<file path="config.mk">
export PLATFORM = sky130hd
export DESIGN_NAME = irq_coalescer
export DESIGN_NICKNAME = d
export VERILOG_FILES = /design/src/rtl/icu_pkg.sv /design/src/rtl/icu_prescaler.sv /design/src/rtl/icu_pend_counter.sv /design/src/rtl/icu_wait_timer.sv /design/src/rtl/irq_coalescer.sv
export SDC_FILE = /design/constraint.sdc
export NUM_CORES = 1
export LEC_CHECK = 0
export ABC_CLOCK_PERIOD_IN_PS = 3500
export CAP_MARGIN = 0
export CORE_ASPECT_RATIO = 2
export CORE_MARGIN = 5
export CORE_UTILIZATION = 35
export CTS_BUF_LIST = sky130_fd_sc_hd__clkbuf_4
export DETAILED_ROUTE_END_ITERATION = 10
export DONT_BUFFER_PORTS = 1
export GPL_TIMING_DRIVEN = 0
export REMOVE_ABC_BUFFERS = 1
export SLEW_MARGIN = 10
export SYNTH_ARGS = -nofsm -noshare
export SYNTH_HDL_FRONTEND = slang
export SYNTH_SLANG_ARGS = --single-unit
</file>
<file path="constraint.sdc">
create_clock -name clk -period 3.5 [get_ports clk]
set_input_delay 0.525 -clock clk [delete_from_list [all_inputs] [get_ports clk]]
set_output_delay 0.525 -clock clk [all_outputs]
set_load 0.01 [all_outputs]
</file>
<file path="src/rtl/icu_pkg.sv">
// Shared sizing for the interrupt coalescing unit.
// Assumes: the count field is 8 bits, the timer field 16 bits, prescale by 64.
package icu_pkg;
    localparam int unsigned ICU_CNT_W   = 8;
    localparam int unsigned ICU_TMR_W   = 16;
    localparam int unsigned ICU_PRE_DIV = 64;
endpackage

</file>
<file path="src/rtl/icu_prescaler.sv">
// Tick generator: emits one tick every DIV cycles while run is high.
// Assumes: restart has priority and returns the phase to zero.
module icu_prescaler #(
    parameter int unsigned DIV = 64
) (
    input  logic clk,
    input  logic rst_n,
    input  logic run_i,
    input  logic restart_i,
    output logic tick_o
);
    localparam int unsigned PW = (DIV > 1) ? $clog2(DIV) : 1;
    localparam logic [PW-1:0] LAST = PW'(DIV - 1);

    logic [PW-1:0] phase_q;

    // tick on the last phase of a running period
    assign tick_o = run_i && !restart_i && (phase_q == LAST);

    // phase counter advances while running, wraps at DIV
    always_ff @(posedge clk) begin
        if (!rst_n || restart_i) begin
            phase_q <= '0;
        end else if (run_i) begin
            phase_q <= (phase_q == LAST) ? '0 : phase_q + 1'b1;
        end
    end
endmodule

</file>
<file path="src/rtl/icu_pend_counter.sv">
// Pending completion counter: counts jobs since the last clear.
// Assumes: a completion in the clear cycle starts the new count at one.
module icu_pend_counter #(
    parameter int unsigned W = 8
) (
    input  logic         clk,
    input  logic         rst_n,
    input  logic         done_i,
    input  logic         clr_i,
    output logic [W-1:0] pend_o
);
    localparam logic [W-1:0] MAXV = {W{1'b1}};

    logic [W-1:0] pend_q;

    // saturating count, reseeded by clear
    always_ff @(posedge clk) begin
        if (!rst_n) begin
            pend_q <= '0;
        end else if (clr_i) begin
            pend_q <= done_i ? W'(1) : '0;
        end else if (done_i && pend_q != MAXV) begin
            pend_q <= pend_q + 1'b1;
        end
    end

    assign pend_o = pend_q;

    AST_PEND_SAT: assert property (@(posedge clk) disable iff (!rst_n)
        (pend_q == MAXV && done_i && !clr_i) |=> (pend_q == MAXV));
    AST_PEND_CLR: assert property (@(posedge clk) disable iff (!rst_n)
        (clr_i && !done_i) |=> (pend_q == '0));
endmodule

</file>
<file path="src/rtl/icu_wait_timer.sv">
// Wait timer: idle until the first completion after a clear, then counts
// prescaler ticks until cleared. Later completions do not restart it.
module icu_wait_timer #(
    parameter int unsigned W   = 16,
    parameter int unsigned DIV = 64
) (
    input  logic         clk,
    input  logic         rst_n,
    input  logic         done_i,
    input  logic         clr_i,
    output logic         active_o,
    output logic [W-1:0] ticks_o
);
    localparam logic [W-1:0] MAXV = {W{1'b1}};

    logic         active_q;
    logic [W-1:0] ticks_q;
    logic         start;
    logic         restart;
    logic         tick;

    assign start   = done_i && !active_q && !clr_i;
    assign restart = clr_i || start;

    icu_prescaler #(.DIV(DIV)) u_pre (
        .clk       (clk),
        .rst_n     (rst_n),
        .run_i     (active_q),
        .restart_i (restart),
        .tick_o    (tick)
    );

    // active flag: armed by a completion, dropped by a clear
    always_ff @(posedge clk) begin
        if (!rst_n) begin
            active_q <= 1'b0;
        end else if (clr_i) begin
            active_q <= done_i;
        end else if (done_i) begin
            active_q <= 1'b1;
        end
    end

    // tick count since arming, saturating
    always_ff @(posedge clk) begin
        if (!rst_n || restart) begin
            ticks_q <= '0;
        end else if (tick && ticks_q != MAXV) begin
            ticks_q <= ticks_q + 1'b1;
        end
    end

    assign active_o = active_q;
    assign ticks_o  = ticks_q;

    AST_NO_RESTART: assert property (@(posedge clk) disable iff (!rst_n)
        (active_q && done_i && !clr_i) |=> (ticks_q >= $past(ticks_q)));
    AST_IDLE_ZERO: assert property (@(posedge clk) disable iff (!rst_n)
        (clr_i && !done_i) |=> (!active_q && ticks_q == '0));
endmodule

</file>
<file path="src/rtl/irq_coalescer.sv">
// Completion interrupt coalescing top. Combines the pending count and the
// wait timer against live limits and holds a sticky interrupt.
// Assumes: job_done_i and irq_clr_i are single-cycle pulses, sync to clk.
module irq_coalescer
    import icu_pkg::*;
#(
    parameter int unsigned CNT_W   = ICU_CNT_W,
    parameter int unsigned TMR_W   = ICU_TMR_W,
    parameter int unsigned PRE_DIV = ICU_PRE_DIV
) (
    input  logic             clk,
    input  logic             rst_n,
    input  logic             job_done_i,
    input  logic             coal_en_i,
    input  logic [CNT_W-1:0] cnt_limit_i,
    input  logic [TMR_W-1:0] tmr_limit_i,
    input  logic             irq_clr_i,
    output logic             irq_o
);
    logic [CNT_W-1:0] pend;
    logic [CNT_W-1:0] eff_limit;
    logic [TMR_W-1:0] ticks;
    logic             active;
    logic             bypass;
    logic             fire_cnt;
    logic             fire_tmr;
    logic             fire;
    logic             irq_q;

    icu_pend_counter #(.W(CNT_W)) u_cnt (
        .clk    (clk),
        .rst_n  (rst_n),
        .done_i (job_done_i),
        .clr_i  (irq_clr_i),
        .pend_o (pend)
    );

    icu_wait_timer #(.W(TMR_W), .DIV(PRE_DIV)) u_tmr (
        .clk      (clk),
        .rst_n    (rst_n),
        .done_i   (job_done_i),
        .clr_i    (irq_clr_i),
        .active_o (active),
        .ticks_o  (ticks)
    );

    // limit decode and race between the two thresholds
    always_comb begin
        bypass    = !coal_en_i || (tmr_limit_i == '0);
        eff_limit = (cnt_limit_i == '0) ? CNT_W'(1) : cnt_limit_i;
        fire_cnt  = (pend != '0) && (pend >= eff_limit);
        fire_tmr  = active && (ticks >= tmr_limit_i);
        if (bypass) begin
            fire = job_done_i || (pend != '0);
        end else begin
            fire = fire_cnt || fire_tmr;
        end
    end

    // sticky interrupt, clear wins
    always_ff @(posedge clk) begin
        if (!rst_n || irq_clr_i) begin
            irq_q <= 1'b0;
        end else if (fire) begin
            irq_q <= 1'b1;
        end
    end

    assign irq_o = irq_q;

    AST_CLR_DROPS: assert property (@(posedge clk) disable iff (!rst_n)
        irq_clr_i |=> !irq_o);
    AST_STICKY: assert property (@(posedge clk) disable iff (!rst_n)
        (irq_o && !irq_clr_i) |=> irq_o);
    AST_BYPASS_NOW: assert property (@(posedge clk) disable iff (!rst_n)
        (!coal_en_i && job_done_i && !irq_clr_i) |=> irq_o);
    AST_CNT_REACHED: assert property (@(posedge clk) disable iff (!rst_n)
        (coal_en_i && tmr_limit_i != '0 && pend != '0 && pend >= cnt_limit_i
         && !irq_clr_i) |=> irq_o);
endmodule

</file>
==> run metrics, run 1 <==
share of flip-flops with an asynchronous set or reset=0%; Worst Max-Slew Pin Slew=574.2 ps; slowest stage cell, crit path=nor3_4; Net Sw Frac=roughly a quarter; worst-path maximum fanout=14; Clock Sinks=32; CP bufs+invs=0; initial core utilization=approximately 36%; CP delay by family, top=simple AND/OR/NAND/NOR gates; Hold Path Class=input port to flip-flop; period utilization=approximately 58%; number of distinct library cells after synthesis=44; routed len/inst=about 14 µm; Final WS setup=approximately 1500 ps; Core Box Area=between 6000 and 7000 µm²; synthesized area=approximately 2200 µm²; Main synth FF type=dfxtp_1; WP data required=3770 ps; Setup TNS=0 ps; Power Dens Cells=around 260 nW/µm²; Syn-to-layout area delta=5.909%; Setup crit start kind=flip-flop; crit path DAT=between 2000 and 2500 ps; DIE AREA=just over 8000 µm²; TritonCTS buffer count=5; MaxCap Viol Count=0; Max VDD drop=0.1522 mV; initial DRC count=between 70 and 80; Met3 Wirelength=between 200 and 250 µm; clk buf depth=2; Synth area leaders=dfxtp_1, ha_1, xor2_1; DR vias=1894; Mapped Avg Cell Area=8.204 µm²; filler instances=roughly 710; YS warnings=0; HPWL Detailed=just over 4000 µm; top sig layer=met4; outcome=complete, no violations; worst skew pair latency=about 330 ps; CP Capture Type=flip-flop; Final Non-Filler Cells=360; Cells after DPL=between 300 and 400; f_max=just under 500 MHz; Post-synth EDFFs=0; GRT Overall Usage=between 10 and 15%; Post-Route WL=4975 µm; CTS clk-pin slew, worst paths=roughly 100 ps; DRC errors left=0; slowest stage delay, CP=530 ps; RD Place Congestion=~0.77; port buffer count=0; final global-route overflow total=0; initial antenna violation count=1; most common cell in the netlist=dfxtp_1; post-layout min period=around 2000 ps; M1 WL=1876 µm; Seq/Total Area, Yosys=roughly 29%; Final nets=330; Reg power frac=between 60% and 70%; first-pass GRT wire length=~8600 µm; RSZ-0062 raised after global routing=false; Synth top cells by count=dfxtp_1, inv_1, ha_1, nor2_1, nand2_1; Antenna Violating Nets Remaining=0; pin count of the biggest net entering global routing=15; share of cells above drive strength 1=under 10%; LEAKAGE=0.0009707 µW; Sw Pwr=155.0 µW; Cell Rows=41; Syn Inst Count=around 270; crit path kind=flip-flop to flip-flop; Synth Register Bits=32; vias per cell=approximately 5.3; routed wire length on met2=2581 µm; Rel. slew slack=between 60 and 70%; Post-CTS Hold Buffers=0; IO Pins=30; Root Buffer=clkbuf_4; CTS tree=yes; Clock Power Share=roughly a third; final setup skew=between 8 and 9 ps; crit-path cells=ha_1 > nand3_2 > nor3_4 > nand3_1 > or3_1 > a21oi_1; Final Hold Fails=0; # Post-CTS Setup Buffers=0; Setup Viol. Count Final=0; power share of the combinational group=7.8%; Initial DRT Pass Iterations=4; dominant cell type by area after synthesis=dfxtp_1; Internal=457.8 µW; H-Tree Depth=2; Post-CTS Resized=0; Yosys top cell area share=28.81%; die height=roughly 120 µm; vias in the first global route=around 1900; Setup WS pre-CTS=~1200 ps; max-slew violation count=0; die width=roughly 66 µm
## power by group through the flow
stage                     Clock [µW]  Sequential [µW]  Combinational, µW
final                            194              372               47.7
after global routing             214              372               57.1
after CTS                        202              372               49.0
after detailed placement           0              380               48.6
after global placement             0              380               45.7
after floorplan                    0              379               36.3
## per-layer routing
layer | GRT usage (%) | vias to the layer above
met5 | 0 | -
met4 | 10.31 | 0
met3 | 3.022 | 21
met2 | 23.77 | 40
met1 | 13.99 | 870
li1 | - | 963
## cell type report
| cell class | instances | area, µm² | share of cell area, % |
|---|---|---|---|
| well taps | 86 | 107.6 | 4.570 |
| repair buffers | 1 | 11.26 | 0.4782 |
| clock inverters | 2 | 7.507 | 0.3188 |
| multi-input cells | 203 | 1435 | 60.95 |
| diodes | 1 | 2.502 | 0.1063 |
| flip-flops and latches | 32 | 640.6 | 27.21 |
| inverters | 30 | 112.6 | 4.782 |
| clock buffers | 5 | 37.54 | 1.594 |
## worst reg2reg max path: cells and delay by family, from the launching register on
kind	cells	cell delay, ps
AOI/OAI and AO/OA	1	140
adders and majority gates	1	220
DFF	1	380
and+or+nand+nor	4	1250
## placed cells by master, fill, tap and decap left out, types with 2 or more instances in the layout
cell type and instances:
a211oi_1 4, a21boi_0 2, a21oi_1 15, a31oi_1 2
and3_1 3, and3_2 2, and4_1 3, clkbuf_4 5
clkinv_1 2, dfxtp_1 32, ha_1 28, inv_1 30
mux2i_1 3, nand2_1 18, nand2b_1 6, nand3_1 11
nand3_2 3, nand4_1 11, nor2_1 28, nor3_1 5
nor3_4 2, nor4_1 6, o211ai_1 7, o21ai_0 7
o21ai_2 2, or3_1 3, xnor2_1 4, xor2_1 14
## logic make-up after synthesis
logic type               count (synthesis)  share of synthesized area (%)
AO/OA/AOI/OAI                           49                          14.69
AND/OR/NAND/NOR                        105                          25.49
multiplexers                             3                          1.351
XOR/XNOR                                18                          7.091
buffers and inverters                   36                          6.809
adder cells (fa/ha/maj)                 28                          15.76
flip-flops                              32                          28.81
## sequential cells by signal (all words and copies together), names as in the netlist
| signal | count |
|---|---|
| irq_o | 1 |
| u_tmr.ticks_o | 16 |
| u_tmr.u_pre.phase_q | 6 |
| u_cnt.pend_o | 8 |
| u_tmr.active_o | 1 |
## path summary, 6_finish.rpt
| kind | from | depth (start not counted) | end | slack (ps) |
|---|---|---|---|---|
| max reg2reg | u_tmr.u_pre.phase_q[0] | 6 | u_tmr.ticks_o[9] | 1460 |
| min reg2reg | u_tmr.ticks_o[14] | 2 | u_tmr.ticks_o[14] | 530 |
| max | u_tmr.u_pre.phase_q[0] | 6 | u_tmr.ticks_o[9] | 1460 |
| min | rst_n | 1 | u_tmr.active_o | 340 |
## per-stage QoR
step           instance area, µm²  total power (µW)  hold WS, ps  util (%)
3_3_place_gp                 2292             425.5        502.7     36.63
6_report                     2355             612.8        339.1     37.63
3_5_place_dp                 2307             428.7        511.8     36.87
5_1_grt                      2355             643.4        323.1     37.63
4_1_cts                      2352             622.5        325.3     37.59
2_1_floorplan                2185             414.8        479.2         -
(Power assumes the default switching activity.)
==> run 2, diff against run 1 <==
ABC_AREA = 1   (was not set)
ABC_CLOCK_PERIOD_IN_PS = 1900   (was 3500)
clock period = 1.9 ns   (was 3.5 ns; I/O delays follow)
==> run 2 against run 1 <==
Against the previous run:
- total power grew 94%
- synthesized cell count grew 40%
- sequential power grew 84%
- critical path depth grew 1
- wire length grew 21%
- sequential share of layout area shrank 3.0 points
- critical path type unchanged
==> run metrics, run 2 <==
final setup skew=12.06 ps (+3.147 ps); Initial DRT Pass Iterations=6 (+2); filler instances=775 (+8.8%); Syn-to-layout area delta=5.636%; period utilization=87.91% (+29 points); most common cell after layout, fill and taps aside=nand2_1; Antenna Violating Nets Remaining=0 (unchanged); Rel. slew slack=63.00% (+1.4 points); Post-CTS Hold Buffers=0 (unchanged); CP delay by family, top=simple AND/OR/NAND/NOR gates; Clock Sinks=32 (unchanged); crit path kind=flip-flop to flip-flop; outcome=complete, no violations; Internal=868.4 µW (+90%); Post-synth EDFFs=0 (unchanged); clk buf depth=2 (unchanged); port buffer count=0 (unchanged); vias in the first global route=2364 (+24%); final global-route overflow total=0 (unchanged); Final Hold Fails=0 (unchanged); initial antenna violation count=1 (unchanged); CTS tree=yes; Hold Path Class=input port to flip-flop; Seq/Total Area, Yosys=25.54% (-3.3 points); initial DRC count=63 (-15%); worst-path maximum fanout=16 (+2); most common cell in the netlist=nand2_1; RD Place Congestion=0.8974 (+16%); Reg power frac=57.4% (-3.2 points); Synth top cells by count=nand2_1, inv_1, nor2_1; TritonCTS buffer count=5 (unchanged); number of distinct library cells after synthesis=29 (-34%); area of the multi-input gates=1592 µm² (+11%); Largest register FFs=16 (unchanged); Power Dens Cells=449.3 nW/µm² (+73%); DRC errors left=0 (unchanged); post-layout min period=1670 ps (-374.6 ps); DIE AREA=9064 µm² (+11%); Root Buffer=clkbuf_4; Setup WS pre-CTS=164.2 ps (-1025 ps); H-Tree Depth=2 (unchanged); CTS clk-pin slew, worst paths=100 ps (about the same); LEAKAGE=0.001170 µW (+21%); Worst Max-Slew Pin Slew=554.4 ps (-19.76 ps); die height=129.7 µm (+5.7%); worst skew pair latency=350 ps (+20 ps); f_max=598.7 MHz (+22%); most frequent cells in the layout=nand2_1, inv_1, nor2_1, dfxtp_1, ha_1; Clock Power Share=32.9% (+1.3 points); Synth area leaders=dfxtp_1, nand2_1, ha_1; Net Sw Frac=27.06% (+1.8 points); vias per cell=4.928 (-6.3%); Fin Hold WS=109.7 ps (-229.4 ps); synthesized area=2509 µm² (+13%); slowest stage delay, CP=370 ps (-160 ps); routed len/inst=12.72 µm (-8.0%); Final WS setup=229.8 ps (-1225 ps); Main synth FF type=dfxtp_1; GRT Overall Usage=14.53% (+0.75 points); share of flip-flops with an asynchronous set or reset=0% (unchanged); # Post-CTS Setup Buffers=0 (unchanged); Pwr Total=1191 µW (+94%); IO Pins=30 (unchanged); Final nets=440 (+33%); Setup Viol. Count Final=0 (unchanged); Yosys top cell area share=25.54% (-3.3 points); CP Capture Type=flip-flop; HPWL Detailed=5134 µm (+24%); slowest stage cell, crit path=dfxtp_1; first-pass GRT wire length=10280 µm (+20%); share of cells above drive strength 1=8.094% (+1.5 points); power share of the combinational group=9.7% (+1.9 points); YS warnings=0 (unchanged); register area=641.9 µm² (+0.20%); crit-path cells=ha_1 > nand2_2 > nor3_4 > nand3_2 > nor2_4 > o21ai_0 > a21oi_1; DR vias=2336 (+23%); dominant cell type by area after synthesis=dfxtp_1; Setup TNS=0 ps (unchanged); Core Box Area=6994 µm² (+12%); Cell Rows=43 (+4.9%); initial core utilization=35.87% (+0.34 points); Post-Route WL=6029 µm (+21%); Mapped Avg Cell Area=6.619 µm² (-19%); crit path DAT=1940 ps (-370 ps); Max VDD drop=0.1967 mV (+29%); Synth Register Bits=32 (unchanged); Sw Pwr=322.2 µW (+110%); Setup crit start kind=flip-flop; WP data required=2170 ps (-1600 ps); max-slew violation count=0 (unchanged); RSZ-0062 raised after global routing=false; pin count of the biggest net entering global routing=17 (+2); Syn Inst Count=379 (+40%); CP bufs+invs=0 (unchanged); die width=69.87 µm (+5.3%); MaxCap Viol Count=0 (unchanged)
run 2: area by class of cell:
class,instances,area share (%)
flip-flops and latches,32,24.22
diodes,1,0.09443
well taps,90,4.249
multi-input cells,277,60.06
inverters,67,9.490
clock inverters,1,0.1889
clock buffers,6,1.700
run 2: power by group through the flow:
| stage | combinational (µW) | sequential, µW | clock [µW] |
|---|---|---|---|
| final | 115 | 684 | 392 |
| after detailed placement | 118 | 700 | 0 |
| after global placement | 114 | 699 | 0 |
| after floorplan | 91.6 | 697 | 0 |
| after global routing | 136 | 685 | 436 |
| after CTS | 118 | 684 | 410 |
run 2: metal layers:
metal / global-route usage, % / wire (µm)
met1: 12.57 / 2078
met5: 0 / 0
met4: 10.05 / 309
met2: 29.11 / 3409
met3: 2.621 / 232
run 2: kinds of logic (layout without fill, tap and decap cells):
kind of cell,count (synthesis),after routing,share of synthesized area (%)
and+or+nand+nor,191,191,33.62
buffers and inverters,70,74,11.22
AOI/OAI and AO/OA,48,48,12.17
DFF,32,32,25.54
adders and majority gates,28,28,13.97
xor gates and xnor gates,10,10,3.491
other,0,1,0
run 2: final timing paths:
kind | startpoint | to | slack (ps) | cells past startpoint
worst max-delay path | u_tmr.u_pre.phase_q[0] | u_tmr.ticks_o[15] | 230 | 7
worst min-delay path | irq_clr_i | u_cnt.pend_o[3] | 110 | 3
worst max register to register | u_tmr.u_pre.phase_q[0] | u_tmr.ticks_o[15] | 230 | 7
worst min register to register | u_tmr.u_pre.phase_q[2] | u_tmr.u_pre.phase_q[2] | 490 | 2
run 2: per-stage QoR:
stage / instances / area [µm²] / util [%]
after floorplan: 376 / 2479 / -
after global placement: 466 / 2591 / 37.05
after detailed placement: 466 / 2591 / 37.05
after CTS: 473 / 2641 / 37.76
after global routing: 474 / 2650 / 37.89
final: 474 / 2650 / 37.89
run 2: timing repair:
action / in CTS / in global routing
gates resized for setup: 0 / 2
endpoints found under the hold margin: 0 / 0
endpoints found under the setup margin: 0 / 16
run 2: worst reg2reg max path: stages, from the launching register on:
cell	delay (ps)
dfxtp_1	370
ha_1	170
nand2_2	90
nor3_4	170
nand3_2	140
nor2_4	340
o21ai_0	170
a21oi_1	140
==> run 3, diff against run 2 <==
GPL_TIMING_DRIVEN = not set   (was 0)
==> run 3 against run 2 <==
Against the previous run:
- global-route usage increased by 0.29 points
- worst hold slack got worse by 1.1 ps
- cell count increased by 0.84%
- sequential cell count unchanged
- sequential power about the same
- clock skew about the same
- wire length increased by 3.4%
- first-iteration DRC count increased by 7.9%
- sequential share of layout area decreased by 0.46 points
- cell area increased by 1.7%
- critical path depth increased by 1
- fmax decreased by 5.3%
==> run metrics, run 3 (same netlist as run 2, synthesis figures left out) <==
Cell Rows=43 (unchanged); Setup WS pre-CTS=167.8 ps (+3.612 ps); max-slew violation count=0 (unchanged); Critical R2R Capture=u_tmr.ticks_o[0]; Post-CTS Hold Buffers=0 (unchanged); Power Dens Cells=500.2 nW/µm² (+11%); Core Box Area=6994 µm² (unchanged); Setup Viol. Count Final=0 (unchanged); Hold Path Class=input port to flip-flop; CP bufs+invs=1 (+1); slowest stage cell, crit path=dfxtp_1; worst reg2reg path depth=8 (+1); initial DRC count=68 (+7.9%); crit path kind=flip-flop to flip-flop; H-Tree Depth=2 (unchanged); LEAKAGE=0.001193 µW (+1.9%); Post-Route WL=6231 µm (+3.4%); IO Pins=30 (unchanged); worst-path maximum fanout=16 (unchanged); clk buf depth=2 (unchanged); port buffer count=0 (unchanged); initial antenna violation count=1 (unchanged); CP Capture Type=flip-flop; Largest register FFs=16 (unchanged); R2R Path Start=u_tmr.ticks_o[0]; Max VDD drop=0.2278 mV (+16%); post-layout min period=1764 ps (+93.68 ps); Worst Setup EP=u_tmr.ticks_o[0]; Root Buffer=clkbuf_4; die height=129.7 µm (unchanged); Setup crit start kind=flip-flop; vias per cell=4.856 (-1.5%); RD Place Congestion=0.8831 (-1.6%); Pwr Total=1349 µW (+13%); RSZ-0062 raised after global routing=false; Final nets=443 (+0.68%); share of cells above drive strength 1=8.786% (+0.69 points); WP data required=2130 ps (-40 ps); Antenna Violating Nets Remaining=0 (unchanged); Worst Setup SP=u_tmr.ticks_o[0]; DR vias=2321 (-0.64%); Final Hold Fails=0 (unchanged); CP delay by family, top=simple AND/OR/NAND/NOR gates; routed len/inst=13.04 µm (+2.5%); f_max=566.9 MHz (-5.3%); Post-CTS Resized=0 (unchanged); WP depth=8 (+1); vias in the first global route=2354 (-0.42%); Clock Sinks=32 (unchanged); slowest stage delay, CP=460 ps (+90 ps); TritonCTS buffer count=5 (unchanged); MaxCap Viol Count=0 (unchanged); final instance area=2696 µm² (+1.7%); Syn-to-layout area delta=7.481%; first-pass GRT wire length=10390 µm (+1.1%); most common cell after layout, fill and taps aside=nand2_1; DIE AREA=9064 µm² (unchanged); HPWL Detailed=5260 µm (+2.5%); Fin Hold WS=108.6 ps (-1.145 ps); Rel. slew slack=63.41% (+0.41 points); crit-path cells=ha_1 > inv_1 > nor3_2 > nand2_1 > nor2_2 > nor2_4 > o21ai_0 > a21oi_1; Initial DRT Pass Iterations=4 (-2); final setup skew=12.18 ps (+0.1159 ps); # Post-CTS Setup Buffers=0 (unchanged); CTS clk-pin slew, worst paths=110 ps (about the same); register-to-register setup slack=140 ps (-90 ps); die width=69.87 µm (unchanged); most frequent cells in the layout=nand2_1, inv_1, nor2_1, dfxtp_1, ha_1; filler instances=771 (-0.52%); CTS tree=yes; crit path DAT=1990 ps (+50 ps); worst skew pair latency=350 ps (about the same); pin count of the biggest net entering global routing=17 (unchanged); GRT Overall Usage=14.82% (+0.29 points); final global-route overflow total=0 (unchanged); Worst Max-Slew Pin Slew=548.3 ps (-6.169 ps); outcome=complete, no violations; period utilization=92.84% (+4.9 points); placed instance area=2614 µm² (+0.87%); initial core utilization=35.87% (unchanged); DRC errors left=0 (unchanged); Final WS setup=136.1 ps (-93.68 ps); Setup TNS=0 ps (unchanged)
## run 3: cell types whose count changed in the layout (fill, tap and decap cells not counted), sizes merged
cell and change:
clkinvlp +1, clkbuf -1, bufinv +1, buf +3
## run 3: per-stage QoR
step,instances,utilization [%]
floorplan,376,-
global placement,469,37.37
detailed placement,469,37.37
CTS,477,38.52
global route,478,38.55
finish,478,38.55
## run 3: per-layer routing
metal / vias up / GRT usage, % / wire length (µm)
li1: 1226 / - / -
met1: 1038 / 12.68 / 2127
met2: 42 / 30.28 / 3588
met3: 15 / 2.544 / 247
met4: 0 / 9.594 / 267
met5: - / 0 / 0
## run 3: report_power, final
group | internal [µW] | total, µW | leakage [µW] | switching (µW)
clock | 274 | 544 | 0.0000412 | 270
combinational | 45.0 | 123 | 0.000893 | 77.7
sequential | 677 | 682 | 0.000259 | 4.93
total | 996 | 1350 | 0.00119 | 353
## run 3: worst min path at each step
stage / end / cells past startpoint / slack (ps) / from
global route: u_cnt.pend_o[6] / 3 / 100 / irq_clr_i
detailed placement: u_tmr.u_pre.phase_q[1] / 2 / 480 / u_tmr.u_pre.phase_q[1]
floorplan: u_tmr.u_pre.phase_q[2] / 2 / 450 / u_tmr.u_pre.phase_q[2]
CTS: u_cnt.pend_o[5] / 3 / 90 / irq_clr_i
global placement: u_tmr.u_pre.phase_q[1] / 2 / 470 / u_tmr.u_pre.phase_q[1]
finish: u_cnt.pend_o[5] / 3 / 110 / irq_clr_i
## run 3: layout make-up
| type | count | area [µm²] | area share (%) |
|---|---|---|---|
| clock inverter | 3 | 42.54 | 1.578 |
| multi-input combinational | 277 | 1587 | 58.84 |
| antenna | 1 | 2.502 | 0.09281 |
| timing repair buffer | 3 | 22.52 | 0.8353 |
| clock buffer | 5 | 37.54 | 1.392 |
| sequential | 32 | 640.6 | 23.76 |
| tap | 90 | 112.6 | 4.176 |
| inverter | 67 | 251.5 | 9.327 |
## run 3: tightest hold or removal path: cells and delay by family
kind	cells	cell delay, ps
simple gates	3	140
